--- src/rtl/tj_fetch.sv ---
module tj_fetch #(
  parameter int XLEN = 32
) (
  input  logic            clk,
  input  logic            rst_n,
  input  logic            instr_valid,
  input  logic [15:0]     instr,
  input  logic [XLEN-1:0] pc,
  input  logic [XLEN-1:0] tbl_base,
  output logic            busy,
  output logic            rd_req,
  output logic [XLEN-1:0] rd_addr,
  input  logic            rd_valid,
  input  logic [XLEN-1:0] rd_data,
  output logic            redir_valid,
  output logic [XLEN-1:0] redir_pc,
  output logic            link_we,
  output logic [XLEN-1:0] link_data
);
  localparam int IDXW = 8;
  localparam int WSH  = $clog2(XLEN/8);
  localparam logic [XLEN-1:0] CLR0 = {{(XLEN-1){1'b1}}, 1'b0};

  typedef enum logic [1:0] {S_IDLE, S_REQ, S_WAIT, S_DONE} st_t;
  st_t st;

  logic            is_tj, is_link, accept;
  logic [IDXW-1:0] idx;
  logic [XLEN-1:0] slot;
  logic [XLEN-1:0] addr_q, tgt_q, ret_q;
  logic            link_q;

  assign is_tj   = instr[1:0] == 2'b10 && instr[15:13] == 3'b101 && instr[12:10] == 3'b000;
  assign is_link = instr[9:7] != 3'b000;
  assign idx     = is_link ? instr[9:2] : {3'b000, instr[6:2]};
  assign slot    = tbl_base + ({{(XLEN-IDXW){1'b0}}, idx} << WSH);
  assign accept  = instr_valid && !busy && is_tj;

  assign busy        = st == S_REQ || st == S_WAIT;
  assign rd_req      = st == S_REQ;
  assign rd_addr     = addr_q;
  assign redir_valid = st == S_DONE;
  assign redir_pc    = tgt_q;
  assign link_we     = st == S_DONE && link_q;
  assign link_data   = ret_q;

  always_ff @(posedge clk or negedge rst_n) begin
    if (!rst_n) begin
      st     <= S_IDLE;
      addr_q <= '0;
      tgt_q  <= '0;
      ret_q  <= '0;
      link_q <= 1'b0;
    end else begin
      case (st)
        S_REQ:  st <= S_WAIT;
        S_WAIT: if (rd_valid) begin
                  st    <= S_DONE;
                  tgt_q <= rd_data & CLR0;
                end
        default: st <= accept ? S_REQ : S_IDLE;
      endcase
      if (accept) begin
        addr_q <= slot;
        link_q <= is_link;
        ret_q  <= pc + XLEN'(2);
      end
    end
  end
endmodule


--- config.mk ---
export PLATFORM = sky130hd
export DESIGN_NAME = tj_fetch
export DESIGN_NICKNAME = d
export VERILOG_FILES = /design/src/rtl/tj_fetch.sv
export SDC_FILE = /design/constraint.sdc
export NUM_CORES = 1
export LEC_CHECK = 0
export ABC_AREA = 1
export CELL_PAD_IN_SITES_DETAIL_PLACEMENT = 1
export CELL_PAD_IN_SITES_GLOBAL_PLACEMENT = 2
export CORE_ASPECT_RATIO = 0.5
export CORE_UTILIZATION = 27
export CTS_BUF_LIST = sky130_fd_sc_hd__clkbuf_4
export DETAILED_ROUTE_END_ITERATION = 6
export PLACE_DENSITY = 0.86
export SLEW_MARGIN = 20
export SYNTH_ARGS = -nofsm -noshare
export SYNTH_HDL_FRONTEND = slang
export SYNTH_SLANG_ARGS = --single-unit
--- constraint.sdc ---
create_clock -name clk -period 4.9 [get_ports clk]
set_clock_uncertainty 0.2 [all_clocks]
set_input_delay 0.98 -clock clk [delete_from_list [all_inputs] [get_ports clk]]
set_output_delay 0.98 -clock clk [all_outputs]
set_load 0.02 [all_outputs]
==> flow_summary.yaml <==
clock_network:
  ctsResizeCount: 0
  cts-htree-levels: 3
  cts.clk_slew.worst_paths_ns: 0.19
  cts_tree: "built"
  postCtsSetupRepairBufs: 0
  clock_path_buffers: 2
  numCtsBuffers: 9
  postCtsHoldBufs: 0
  clock-sinks: 98
  clock_latency_ns: 0.52
  cts_root_buf: "clkbuf_4"
power_and_ir_drop:
  power_leakage_uw: 0.00395
  p_per_area_nw_per_um2: 317
  vdd_ir_drop_max_uv: 179
sta:
  hold_viol: 0
  worst_pin_slew_ns: 0.937
  setup_violations: 0
  whs_ns: 0.303
  rsz0062_at_grt: "no"
  finalCriticalPeriod_ns: 3.21
  worst_slack_ns: 1.69
  maxSlewHeadroom_pct: 37.6
  fmax_ghz: 0.311
  slew_viol_final: 0
  fin_tns_setup_ns: 0
  min_period_over_period_pct: 65.6
placed_design:
  place_ws_ns: 1.45
  io_buffers: 213
  gp_congestion: 0.842
  dp.final_hpwl_um: 16500
synth:
  yosys_warnings: 0
  ys_ff_latch: 98
  synth_area_um2: 5850
  synth.avg_cell_area_um2: 7.36
  synth_top_area_share_pct: 41.9
  synth-async-reset-ratio_pct: 100
  yosysSeqAreaShare_pct: 41.9
  synth_edf_count: 0
  synth-main-ff-cell: "dfrtp_1"
  synthCells: 795
  synth_top_area_cell: "dfrtp_1"
  synthTopCellsByArea: "dfrtp_1 42%, nand2_1 21%, mux2_2 6.0%"
  ys_types: 36
  synthesis.nets: 924
final_layout:
  area_growth_pct: 43.4
  fillerInstances: 2593
  drive_gt1_share_pct: 7.02
  finalNetCount: 1135
  final_util_pct: 40.2
setup_path:
  required_ns: 3.72
  critPathMaxFanout: 4
  critical_path_arrival_ns: 2.03
  end_kind: "output pin"
  startpoint: "st[0]"
  r2r_cells: 8
  criticalPathCategory: "register to output pin"
  r2r-start: "st[0]"
  setup.worst_path.start_class: "register"
route:
  antenna_left: 0
  drc: 0
  drt-initial-drc-count: 212
  num_vias: 5829
  wl_um: 20500
  wl_per_cell_um: 15.8
  vias_per_cell: 4.47
  first_pass_iters: 4
floorplan:
  dieHeight_um: 106
  io_pins: 216
  start_util_pct: 28.0
  dieArea_um2: 22300
  row_count: 37
  coreArea_um2: 20900
  die_w_um: 210
grt:
  grt_max_degree: 71
  grt_first_pass_wirelength_um: 33200
  grt_pass1_vias: 6175
  overflow: 0
  track_usage_pct: 19.2
  antenna_found_initial: 1
hold_path:
  min_path_cells: 2
  hp-start: "rd_addr[29]"
  hold_class: "register to register"
run:
  cap_violations: 0
outcome:
  status: "complete, no violations"
## synthesized netlist by cell type (all sizes together), types with 9 or more instances
| cell type | number |
|---|---|
| a21oi | 13 |
| buf | 14 |
| dfrtp | 98 |
| ha | 12 |
| inv | 81 |
| mux2 | 31 |
| nand2 | 326 |
| nand3 | 61 |
| nand3b | 9 |
| nor2 | 73 |
| nor3 | 17 |
| o21ai | 16 |
| xnor2 | 10 |
## power by group
part | switching, µW | internal [µW]
Clock | 329 | 113
Sequential | 94.2 | 985
Combinational | 558 | 582
Total | 982 | 1680
## critical path: stages (launching register included)
cell,delay [ns]
dfrtp_1,0.44
inv_1,0.06
ha_1,0.33
inv_1,0.07
clkdlybuf4s50_1,0.61
## logic make-up (layout without fill, tap and decap cells)
logic type / count (synthesis) / after routing / share of synthesized area [%]
and+or+nand+nor: 505 / 505 / 36.6
DFF: 98 / 98 / 41.9
buffers and inverters: 98 / 314 / 7.14
AOI/OAI and AO/OA: 31 / 31 / 2.74
muxes: 31 / 31 / 5.97
xor gates and xnor gates: 18 / 18 / 2.69
adders and majority gates: 13 / 13 / 2.91
other: 1 / 2 / 0.0641
## cell type report
cell class | instances | area (µm²) | area share (%)
clock inverters | 7 | 60.1 | 0.716
well taps | 292 | 365 | 4.35
flip-flops and latches | 98 | 2450 | 29.2
inverters | 81 | 304 | 3.62
multi-input cells | 599 | 2980 | 35.5
diodes | 1 | 2.50 | 0.0298
repair buffers | 217 | 2160 | 25.7
clock buffers | 9 | 67.6 | 0.805
## worst paths after layout
kind	end	slack, ns
min in group asynchronous	link_data[0]	0.37
setup reg to reg	link_data[8]	2.47
setup / recovery	busy	1.69
hold / removal	rd_addr[29]	0.30
max in group asynchronous	rd_addr[19]	3.15
hold reg to reg	rd_addr[29]	0.30
## layout by cell type, fill, tap and decap left out, types with 13 or more instances in the layout
| cell | netlist | final |
|---|---|---|
| nand2_1 | 324 | 324 |
| clkdlybuf4s50_1 | 0 | 212 |
| dfrtp_1 | 98 | 98 |
| inv_1 | 77 | 77 |
| nor2_1 | 68 | 68 |
| nand3_1 | 59 | 59 |
| mux2_2 | 31 | 31 |
| nor3_1 | 14 | 14 |
| a21oi_1 | 13 | 13 |
## stage by stage
step           power (µW)  std cells  instance area, µm²
2_1_floorplan        1660        795                5850
3_3_place_gp         2220       1287                8260
3_5_place_dp         2250       1287                8260
4_1_cts              2710       1303                8390
5_1_grt              2820       1304                8390
6_report             2660       1304                8390
## flip-flops by register name, indices dropped and copies added (netlist names)
register   flops
link_data     32
rd_addr       32
redir_pc      31
st             2
link_q         1
## layer usage
metal	vias to the layer above	share of wire [%]	GRT usage, %
met4	0	0.96	4.33
li1	2916	-	-
met3	13	2.9	3.46
met5	-	0	0
met2	81	51	34.5
met1	2819	45	23.8
(Power assumes the default switching activity.)
